<file path="config.mk">
export PLATFORM = sky130hd
export DESIGN_NAME = emu_mode_ctrl
export DESIGN_NICKNAME = d
export VERILOG_FILES = /design/src/rtl/emu_pkg.sv /design/src/rtl/emu_entry_detect.sv /design/src/rtl/emu_state_ctrl.sv /design/src/rtl/emu_bus_remap.sv /design/src/rtl/emu_mode_ctrl.sv
export SDC_FILE = /design/constraint.sdc
export NUM_CORES = 1
export LEC_CHECK = 0
export BUFFER_PORTS_ARGS = -buffer_cell sky130_fd_sc_hd__clkbuf_2
export CORE_AREA = 4 4 41 43
export DETAILED_ROUTE_END_ITERATION = 12
export DIE_AREA = 0 0 45 47
export PLACE_DENSITY = 0.63
export SYNTH_ARGS = -nofsm -noshare
export SYNTH_HDL_FRONTEND = slang
export SYNTH_SLANG_ARGS = --single-unit
</file>
<file path="constraint.sdc">
create_clock -name clk -period 2.55 [get_ports clk]
set_clock_uncertainty 0.2 [all_clocks]
set_input_delay 0.51 -clock clk [delete_from_list [all_inputs] [get_ports clk]]
set_output_delay 0.51 -clock clk [all_outputs]
set_load 0.1 [all_outputs]
</file>
<file path="src/rtl/emu_pkg.sv">
package emu_pkg;
    localparam int PST_W = 4;
    localparam int IRQ_W = 3;
    localparam int TT_W  = 2;
    localparam int TM_W  = 3;

    localparam logic [PST_W-1:0] PST_IDLE  = 4'h0;
    localparam logic [PST_W-1:0] PST_ENTER = 4'hD;
    localparam logic [PST_W-1:0] PST_LEAVE = 4'h7;

    localparam logic [TT_W-1:0] TT_DEBUG    = 2'h2;
    localparam logic [TM_W-1:0] TM_DBG_DATA = 3'h5;
    localparam logic [TM_W-1:0] TM_DBG_INSN = 3'h6;

    typedef struct packed {
        logic             emu;    // emulation mode flag
        logic [PST_W-1:0] pst;    // status code shown this cycle
        logic             first;  // first cycle after reset release
    } emu_state_t;
endpackage

</file>
<file path="src/rtl/emu_entry_detect.sv">
module emu_entry_detect (
    input  logic first_cycle,
    input  logic force_cfg,
    input  logic dbg_irq,
    input  logic trace_en,
    input  logic trace_exc,
    output logic enter_req
);
    logic from_force, from_trace;

    always_comb begin
        from_force = first_cycle & force_cfg;
        from_trace = trace_en & trace_exc;
        enter_req  = from_force | dbg_irq | from_trace;
    end
endmodule

</file>
<file path="src/rtl/emu_state_ctrl.sv">
module emu_state_ctrl
    import emu_pkg::*;
(
    input  logic             clk,
    input  logic             rst_n,
    input  logic             enter_req,
    input  logic             rte,
    output logic             emu_q_o,
    output logic             first_q_o,
    output logic [PST_W-1:0] pst_q_o
);
    emu_state_t state_d, state_q;

    always_comb begin
        state_d       = state_q;
        state_d.first = 1'b0;
        state_d.pst   = PST_IDLE;
        if (!state_q.emu) begin
            if (enter_req) begin
                state_d.emu = 1'b1;
                state_d.pst = PST_ENTER;
            end
        end else if (rte) begin
            state_d.emu = 1'b0;
            state_d.pst = PST_LEAVE;
        end
    end

    always_ff @(posedge clk or negedge rst_n) begin
        if (!rst_n) begin
            state_q.emu   <= 1'b0;
            state_q.pst   <= PST_IDLE;
            state_q.first <= 1'b1;
        end else begin
            state_q <= state_d;
        end
    end

    assign emu_q_o   = state_q.emu;
    assign first_q_o = state_q.first;
    assign pst_q_o   = state_q.pst;
endmodule

</file>
<file path="src/rtl/emu_bus_remap.sv">
module emu_bus_remap
    import emu_pkg::*;
#(
    parameter int IRQ_WIDTH = IRQ_W
) (
    input  logic                 active,
    input  logic                 map_en,
    input  logic [IRQ_WIDTH-1:0] irq_in,
    input  logic [TT_W-1:0]      tt_in,
    input  logic [TM_W-1:0]      tm_in,
    input  logic                 acc_fetch,
    input  logic                 cache_en_in,
    input  logic                 sram_en_in,
    output logic [IRQ_WIDTH-1:0] irq_out,
    output logic [TT_W-1:0]      tt_out,
    output logic [TM_W-1:0]      tm_out,
    output logic                 cache_en_out,
    output logic                 sram_en_out
);
    logic remap;

    always_comb begin
        remap        = active & map_en;
        irq_out      = active ? '0 : irq_in;
        tt_out       = remap ? TT_DEBUG : tt_in;
        tm_out       = remap ? (acc_fetch ? TM_DBG_INSN : TM_DBG_DATA) : tm_in;
        cache_en_out = cache_en_in & ~remap;
        sram_en_out  = sram_en_in & ~remap;
    end
endmodule

</file>
<file path="src/rtl/emu_mode_ctrl.sv">
module emu_mode_ctrl
    import emu_pkg::*;
(
    input  logic             clk,
    input  logic             rst_n,
    input  logic             force_cfg,
    input  logic             dbg_irq,
    input  logic             trace_en,
    input  logic             trace_exc,
    input  logic             rte,
    input  logic             map_en,
    input  logic [IRQ_W-1:0] irq_in,
    input  logic [TT_W-1:0]  tt_in,
    input  logic [TM_W-1:0]  tm_in,
    input  logic             acc_fetch,
    input  logic             cache_en_in,
    input  logic             sram_en_in,
    output logic             emu_mode,
    output logic [PST_W-1:0] pst_code,
    output logic [IRQ_W-1:0] irq_out,
    output logic [TT_W-1:0]  tt_out,
    output logic [TM_W-1:0]  tm_out,
    output logic             cache_en_out,
    output logic             sram_en_out
);
    logic enter_req, first_q, emu_q, active;

    emu_entry_detect u_detect (
        .first_cycle (first_q),
        .force_cfg   (force_cfg),
        .dbg_irq     (dbg_irq),
        .trace_en    (trace_en),
        .trace_exc   (trace_exc),
        .enter_req   (enter_req)
    );

    emu_state_ctrl u_state (
        .clk       (clk),
        .rst_n     (rst_n),
        .enter_req (enter_req),
        .rte       (rte),
        .emu_q_o   (emu_q),
        .first_q_o (first_q),
        .pst_q_o   (pst_code)
    );

    // Entry cycle counts as active so the entering exception is covered.
    assign active   = emu_q | enter_req;
    assign emu_mode = emu_q;

    emu_bus_remap #(.IRQ_WIDTH(IRQ_W)) u_remap (
        .active       (active),
        .map_en       (map_en),
        .irq_in       (irq_in),
        .tt_in        (tt_in),
        .tm_in        (tm_in),
        .acc_fetch    (acc_fetch),
        .cache_en_in  (cache_en_in),
        .sram_en_in   (sram_en_in),
        .irq_out      (irq_out),
        .tt_out       (tt_out),
        .tm_out       (tm_out),
        .cache_en_out (cache_en_out),
        .sram_en_out  (sram_en_out)
    );
endmodule

</file>
==> reports/qor.yml, run 1 <==
p_total_w: 0.000421
intPower_w: 0.000214
route.detailed.drc: 0
rsz0062_at_grt: "no"
clockBufferDepth: 2
final_hold_viol_count: 0
powerDensity_nw_per_um2: 650
layout_common_cells: "23 x clkbuf_2, 9 x buf_12, 6 x and2_2"
outcome: "finished clean"
worstPathCellList: "a221o_1 > o21ai_4 > mux2_2 > buf_12"
holdBufCountCts: 1
cts.sinks: 5
dp_cells: 74
syn2layout_area_growth_pct: 142
portBuffers: 33
peakVddDrop_uv: 275
cp-end-kind: "primary output"
die_area_um2: 2120
hp-class: "in2reg"
ant_nets: 0
multi_input_area_um2: 146
dp_hpwl_um: 821
crit_fanout: 3
via_per_inst: 3.95
cts_tree: "built"
synth_fp_nets: 45
synth_area_um2: 268
vias: 312
arrival_ps: 1750
cts_resized: 0
final_max_slew_viol_count: 0
pre_cts_ws_ps: 115
critical-path-slowest-cell: "a221o_1"
finalNetCount: 84
io_pins: 34
nFillCells: 136
initial_core_util: 0.206
yosys_register_bits: 5
yosys_warnings: 0
yosysTopAreaCell: "dfrtp_1"
grt_max_degree: 7
clockPowerShare: 0.210
clock_latency_ps: 230
synthCells: 26
synth_area_per_cell_um2: 10.3
seq_area_um2: 128
wl_met3_um: 81
grt_usage: 0.0803
h-tree-depth: 1
drv_cap: 0
fin_crit_sh: 0.966
swShare: 0.492
p_comb_frac: 0.565
power_switching_w: 0.000207
globalplace.congestion: 0.587
critPathKind: "reg2out"
first_global_vias: 293
final_common_cell: "clkbuf_2"
wire_per_inst_um: 11.0
die_h_um: 47
antenna_cells: 0
first_pass_iters: 4
setup_ws_ps: 86.7
period_needed_ps: 2460
synthTopCellsByArea: "dfrtp_1 37%, and2_1 16%, dfstp_2 9.8%, o21ai_4 6.1%, nand2b_1 4.7%"
ys_seq_area_frac: 0.472
drive_above_1_share: 0.750
routed_wl_um: 867
grt_pass1_wl_um: 1150
cts-root-buf: "clkbuf_4"
clkSlewWorstSetupHoldPaths_ps: 40
drtIter0Drc: 3
setup_viol: 0
fp-row-count: 13
slew_headroom: 0.641
synth_top_area_share: 0.374
post_cts_buffers: 0
grt_antenna_before_repair: 0
routed.top_layer: "met3"
fin_cells: 79
critPathMaxStageDelay_ps: 390
fmax_ghz: 0.406
worstMarginPinSlew_ps: 541
worstPathRequired_ps: 1840
cts_buffers: 3
finalSetupTns_ps: 0
coreArea_um2: 1300
seqPwrFrac: 0.226
wl_met1_um: 252
met2_wirelength_um: 533
leakage_nw: 0.326
critPathLaunchType: "flop"
die_w_um: 45
synth_cell_types: 14
overflow: 0
[synth_stat cells]
master    number
a21oi_1        1
a221o_1        1
and2_1         7
buf_4          1
conb_1         1
dfrtp_1        4
dfstp_2        1
inv_1          2
mux2_1         1
mux2i_1        1
nand2b_1       2
nor2_1         2
nor2b_1        1
o21ai_4        1
[per-layer routing]
layer,global-route usage,vias to the layer above
met2,0.138,14
met4,0.0351,0
met5,0,-
li1,-,155
met3,0.0498,0
met1,0.0764,143
[kinds of logic (layout without fill, tap and decap cells)]
family,after synthesis,after routing,synth area share
and+or+nand+nor,12,12,0.262
DFF,5,5,0.472
AOI/OAI and AO/OA,3,3,0.117
buffers and inverters,3,41,0.0561
muxes,2,2,0.0794
other,1,1,0.0140
[flip-flops by register name, indices dropped and copies added (netlist names)]
signal and cells:
u_state.pst_q_o 3, u_state.emu_q_o 1, u_state.first_q_o 1
[worst max-delay path: cells and delay by family (launching register included)]
kind	cells	cell delay (ps)
AO/OA/AOI/OAI	2	600
multiplexers	1	390
flip-flops	1	360
buffers and inverters	1	170
[power by group through the flow]
| stage | combinational [W] | clock (W) | sequential [W] |
|---|---|---|---|
| after floorplan | 0.000115 | 0 | 0.000149 |
| after global placement | 0.000237 | 0 | 0.0000956 |
| after detailed placement | 0.000238 | 0 | 0.0000963 |
| after CTS | 0.000239 | 0.0000920 | 0.0000951 |
| after global routing | 0.000244 | 0.0000994 | 0.0000963 |
| final | 0.000237 | 0.0000882 | 0.0000949 |
[layout make-up]
type	count	share of cell area
clock buffers	4	0.0406
inverters	2	0.0116
repair buffers	35	0.495
flip-flops and latches	5	0.197
well taps	15	0.0290
multi-input cells	18	0.226
[stage by stage]
step | utilization | hold WS, ps | instance area (um2)
floorplan | - | 14.4 | 289
global placement | 0.469 | 129 | 611
detailed placement | 0.469 | 132 | 611
CTS | 0.497 | 292 | 647
global route | 0.497 | 285 | 647
finish | 0.497 | 300 | 647
[worst paths after layout]
kind	from	to	slack, ps	cells past startpoint
max	u_state.first_q_o$_DFF_PN1_	tm_out[1]	90	4
min	rte	u_state.pst_q_o[2]$_DFF_PN0_	300	3
max reg2reg	u_state.first_q_o$_DFF_PN1_	u_state.emu_q_o$_DFF_PN0_	1120	3
min reg2reg	u_state.emu_q_o$_DFF_PN0_	u_state.pst_q_o[3]$_DFF_PN0_	330	1
max in group asynchronous	rst_n	u_state.first_q_o$_DFF_PN1_	1510	2
min in group asynchronous	rst_n	u_state.pst_q_o[3]$_DFF_PN0_	420	2
Power figures use the tool's default switching activity.
==> inputs of run 2 (changes only) <==
- CELL_PAD_IN_SITES_DETAIL_PLACEMENT: default -> 0
- CELL_PAD_IN_SITES_GLOBAL_PLACEMENT: default -> 1
- CORE_AREA: 4 4 41 43 -> default
- CORE_MARGIN: default -> 4
- CORE_UTILIZATION: default -> 20
- DIE_AREA: 0 0 45 47 -> default
- PLACE_DENSITY: 0.63 -> 0.87
==> reports/qor.yml, run 2 (synthesized netlist as in run 1, its figures left out) <==
pre_cts_ws_ps: 110  # -4.49 ps
rsz0062_at_grt: "no"
coreArea_um2: 1190  # -8.8%
setup_viol: 0  # unchanged
cts.sinks: 5  # unchanged
crit_fanout: 3  # unchanged
leakage_nw: 0.331  # +1.7%
critPathLaunchType: "flop"
finalNetCount: 84  # unchanged
fmax_ghz: 0.407  # +0.14%
clock_latency_ps: 240  # about the same
clockBufferDepth: 2  # unchanged
fp-row-count: 12  # -1
initial_core_util: 0.226  # +0.0200
final_hold_viol_count: 0  # unchanged
grt_usage: 0.0905  # +0.0102
setup_ws_ps: 90.0  # +3.39 ps
grt_antenna_before_repair: 0  # unchanged
antenna_cells: 0  # unchanged
cts_resized: 0  # unchanged
hp-class: "in2reg"
grt_max_degree: 7  # unchanged
routed_wl_um: 882  # +1.7%
arrival_ps: 1750  # about the same
route.detailed.drc: 0  # unchanged
globalplace.congestion: 0.658  # +12%
cts_tree: "built"
final_max_slew_viol_count: 0  # unchanged
die_area_um2: 1990  # -6.0%
die_w_um: 44.6  # -0.91%
outcome: "finished clean"
ant_nets: 0  # unchanged
drv_cap: 0  # unchanged
worstPathRequired_ps: 1840  # about the same
clkSlewWorstSetupHoldPaths_ps: 40  # about the same
io_pins: 34  # unchanged
via_per_inst: 4.10  # +3.9%
cts_buffers: 3  # unchanged
portBuffers: 33  # unchanged
period_needed_ps: 2460  # -3.39 ps
final_common_cell: "clkbuf_2"
layout_common_cells: "23 x clkbuf_2, 10 x buf_12, 6 x and2_2"
worstMarginPinSlew_ps: 545  # +3.48 ps
peakVddDrop_uv: 305  # +11%
powerDensity_nw_per_um2: 651  # +0.20%
vias: 320  # +2.6%
h-tree-depth: 1  # unchanged
drive_above_1_share: 0.750  # unchanged
first_pass_iters: 4  # unchanged
die_h_um: 44.6  # -5.1%
fin_crit_sh: 0.965  # -0.00133
cp-end-kind: "primary output"
overflow: 0  # unchanged
first_global_vias: 327  # +12%
wire_per_inst_um: 11.3  # +3.0%
critPathKind: "reg2out"
drtIter0Drc: 1  # -2
grt_pass1_wl_um: 1320  # +15%
largest_reg_flops: 3  # unchanged
slew_headroom: 0.638  # -0.00231
syn2layout_area_growth_pct: 146
finalSetupTns_ps: 0  # unchanged
cts-root-buf: "clkbuf_4"
## run 2: cell counts in the layout (fill, tap and decap cells not counted)
Identical to the previous run, type by type.
## run 2: final cells by class
| type | count | area, um2 |
|---|---|---|
| clock buffer | 4 | 26.3 |
| fill | 108 | 528 |
| inverter | 2 | 7.51 |
| multi-input combinational | 18 | 146 |
| sequential | 5 | 128 |
| tap | 14 | 17.5 |
| timing repair buffer | 35 | 333 |
## run 2: path summary, 6_finish.rpt
| check | start | end | slack, ps | cells after the start |
|---|---|---|---|---|
| worst max-delay path | u_state.first_q_o$_DFF_PN1_ | tm_out[1] | 90 | 4 |
| worst min-delay path | rte | u_state.pst_q_o[2]$_DFF_PN0_ | 300 | 3 |
| worst max register to register | u_state.first_q_o$_DFF_PN1_ | u_state.emu_q_o$_DFF_PN0_ | 1140 | 3 |
| worst min register to register | u_state.emu_q_o$_DFF_PN0_ | u_state.pst_q_o[3]$_DFF_PN0_ | 320 | 1 |
| max in group asynchronous | rst_n | u_state.first_q_o$_DFF_PN1_ | 1510 | 2 |
| min in group asynchronous | rst_n | u_state.pst_q_o[2]$_DFF_PN0_ | 420 | 2 |
## run 2: power by group
part,switching [W],internal (W),leakage [nW],total (W)
combinational,0.000172,0.0000688,0.259,0.000241
sequential,0.00000627,0.0000887,0.0571,0.0000949
clock,0.0000336,0.0000592,0.0150,0.0000929
total,0.000212,0.000217,0.331,0.000429
## run 2: worst max-delay path, cell delays in order (launching register included)
cell	delay (ps)
dfstp_2	350
a221o_1	390
o21ai_4	200
mux2_2	390
buf_12	170
## run 2: per-stage QoR
step,utilization,hold slack (ps),total power [W],cell area [um2],std cells
CTS,0.555,295,0.000432,658,78
floorplan,-,14.4,0.000264,289,26
finish,0.555,303,0.000429,658,78
global placement,0.524,124,0.000335,622,73
detailed placement,0.524,127,0.000337,622,73
global route,0.555,332,0.000442,658,78
## run 2: metal layers
layer,vias to the layer above,global-route usage,part of all wire
li1,155,-,-
met1,149,0.0831,0.30
met2,16,0.175,0.61
met3,0,0.00813,0.093
met4,0,0.0723,0
met5,-,0,0
## run 2: what timing repair did
item	4_1_cts	5_1_grt
hold endpoints to repair	4	0
buffers inserted	0	0
hold buffers	1	0
==> inputs of run 3 (changes only) <==
- CELL_PAD_IN_SITES_DETAIL_PLACEMENT: 0 -> 1
- CELL_PAD_IN_SITES_GLOBAL_PLACEMENT: 1 -> 2
- CORE_ASPECT_RATIO: default -> 1.4
- CORE_UTILIZATION: 20 -> 14
- PLACE_DENSITY: 0.87 -> default
- PLACE_DENSITY_LB_ADDON: default -> 0.08
- clock period: 2.55 -> 3 ns (I/O delays scaled with it)
==> reports/qor.yml, run 3 (synthesized netlist as in run 1, its figures left out) <==
powerDensity_nw_per_um2: 571  # -12%
cts-root-buf: "clkbuf_4"
initial_core_util: 0.149  # -0.0771
finalNetCount: 83  # -1.2%
cts_buffers: 3  # unchanged
drive_above_1_share: 0.619  # -0.131
fin_cells: 83  # +6.4%
grt_antenna_before_repair: 0  # unchanged
largest_reg_flops: 3  # unchanged
holdBufCountCts: 1  # unchanged
fin_crit_sh: 0.897
placed_area_um2: 583  # -6.2%
final_cell_area_um2: 619  # -5.9%
routed_wl_um: 849  # -3.7%
drv_cap: 0  # unchanged
wire_per_inst_um: 10.2  # -9.5%
cts_tree: "built"
globalplace.congestion: 0.632  # -3.9%
slew_headroom: 0.640  # +0.00168
cp-end-kind: "primary output"
rsz0062_at_grt: "no"
leakage_nw: 0.311  # -6.1%
nFillCells: 218  # +100%
overflow: 0  # unchanged
peakVddDrop_uv: 296  # -3.0%
via_per_inst: 3.90  # -4.8%
cts_resized: 0  # unchanged
syn2layout_area_growth_pct: 131
period_needed_ps: 2690
route.detailed.drc: 0  # unchanged
first_pass_iters: 4  # unchanged
clock_latency_ps: 240  # about the same
vias: 324  # +1.3%
first_global_vias: 295  # -9.8%
die_w_um: 45.0  # +0.83%
clockBufferDepth: 2  # unchanged
dp_cells: 78  # +6.8%
antenna_cells: 0  # unchanged
fin_util: 0.344  # -0.211
h-tree-depth: 1  # unchanged
critPathLaunchType: "input port"
multi_input_area_um2: 139  # -5.1%
drtIter0Drc: 1  # unchanged
clkSlewWorstSetupHoldPaths_ps: 40  # about the same
worstPathRequired_ps: 2200  # +360 ps
grt_max_degree: 8  # +1
dp_hpwl_um: 781
crit_fanout: 7  # +4
die_h_um: 59.7  # +34%
grt_pass1_wl_um: 1300  # -2.0%
fmax_ghz: 0.372
finalSetupTns_ps: 0  # unchanged
setup_viol: 0  # unchanged
ant_nets: 0  # unchanged
final_hold_viol_count: 0  # unchanged
critPathKind: "in2out"
grt_usage: 0.0657  # -0.0248
coreArea_um2: 1800  # +52%
post_cts_buffers: 0  # unchanged
arrival_ps: 1890  # +140 ps
layout_common_cells: "25 x clkbuf_2, 8 x buf_12, 7 x and2_1"
final_common_cell: "clkbuf_2"
cts.sinks: 5  # unchanged
seq_area_um2: 126  # -0.98%
fp-row-count: 18  # +6
outcome: "finished clean"
io_pins: 34  # unchanged
worstMarginPinSlew_ps: 542  # -2.53 ps
final_max_slew_viol_count: 0  # unchanged
hp-class: "reg2reg"
portBuffers: 33  # unchanged
die_area_um2: 2690  # +35%
-- run 3: cell count changes in the layout (fill, tap and decap cells not counted), sizes merged --
cell    change
buf         -3
clkbuf      +2
-- run 3: cell type report --
type / count / share of cell area
multi-input combinational: 18 / 0.224
inverter: 2 / 0.0121
timing repair buffer: 34 / 0.477
clock buffer: 4 / 0.0424
sequential: 5 / 0.204
tap: 20 / 0.0404
-- run 3: routing by layer --
metal | part of all wire | wire length (um) | GRT usage
met4 | 0 | 0 | 0.0126
met3 | 0.18 | 156 | 0.0392
met5 | 0 | 0 | 0
met1 | 0.32 | 275 | 0.0745
met2 | 0.49 | 416 | 0.105
-- run 3: through the flow --
step	power, W	worst slack [ps]	hold slack, ps
5_1_grt	0.000372	251	406
2_1_floorplan	0.000222	189	104
6_report	0.000354	308	379
3_5_place_dp	0.000277	305	225
3_3_place_gp	0.000277	313	219
4_1_cts	0.000359	298	384
-- run 3: worst paths after layout --
| path | cells after the start | endpoint | start | slack [ps] |
|---|---|---|---|---|
| worst max-delay path | 5 | tm_out[1] | trace_en | 310 |
| max in group asynchronous | 2 | u_state.first_q_o$_DFF_PN1_ | rst_n | 1880 |
| worst min-delay path | 1 | u_state.pst_q_o[3]$_DFF_PN0_ | u_state.emu_q_o$_DFF_PN0_ | 380 |
| min in group asynchronous | 2 | u_state.pst_q_o[3]$_DFF_PN0_ | rst_n | 510 |
| worst min register to register | 1 | u_state.pst_q_o[3]$_DFF_PN0_ | u_state.emu_q_o$_DFF_PN0_ | 380 |
| worst max register to register | 3 | u_state.pst_q_o[2]$_DFF_PN0_ | u_state.first_q_o$_DFF_PN1_ | 1590 |
-- run 3: where the power goes --
| part | internal, W | switching (W) |
|---|---|---|
| registers | 0.0000750 | 0.00000499 |
| logic | 0.0000501 | 0.000145 |
| clock network | 0.0000503 | 0.0000280 |
| total | 0.000175 | 0.000178 |
-- run 3: critical path, cell delays in order --
cell	delay [ps]
clkbuf_2	80
a221o_1	380
o21ai_4	260
mux2_1	390
buf_12	180
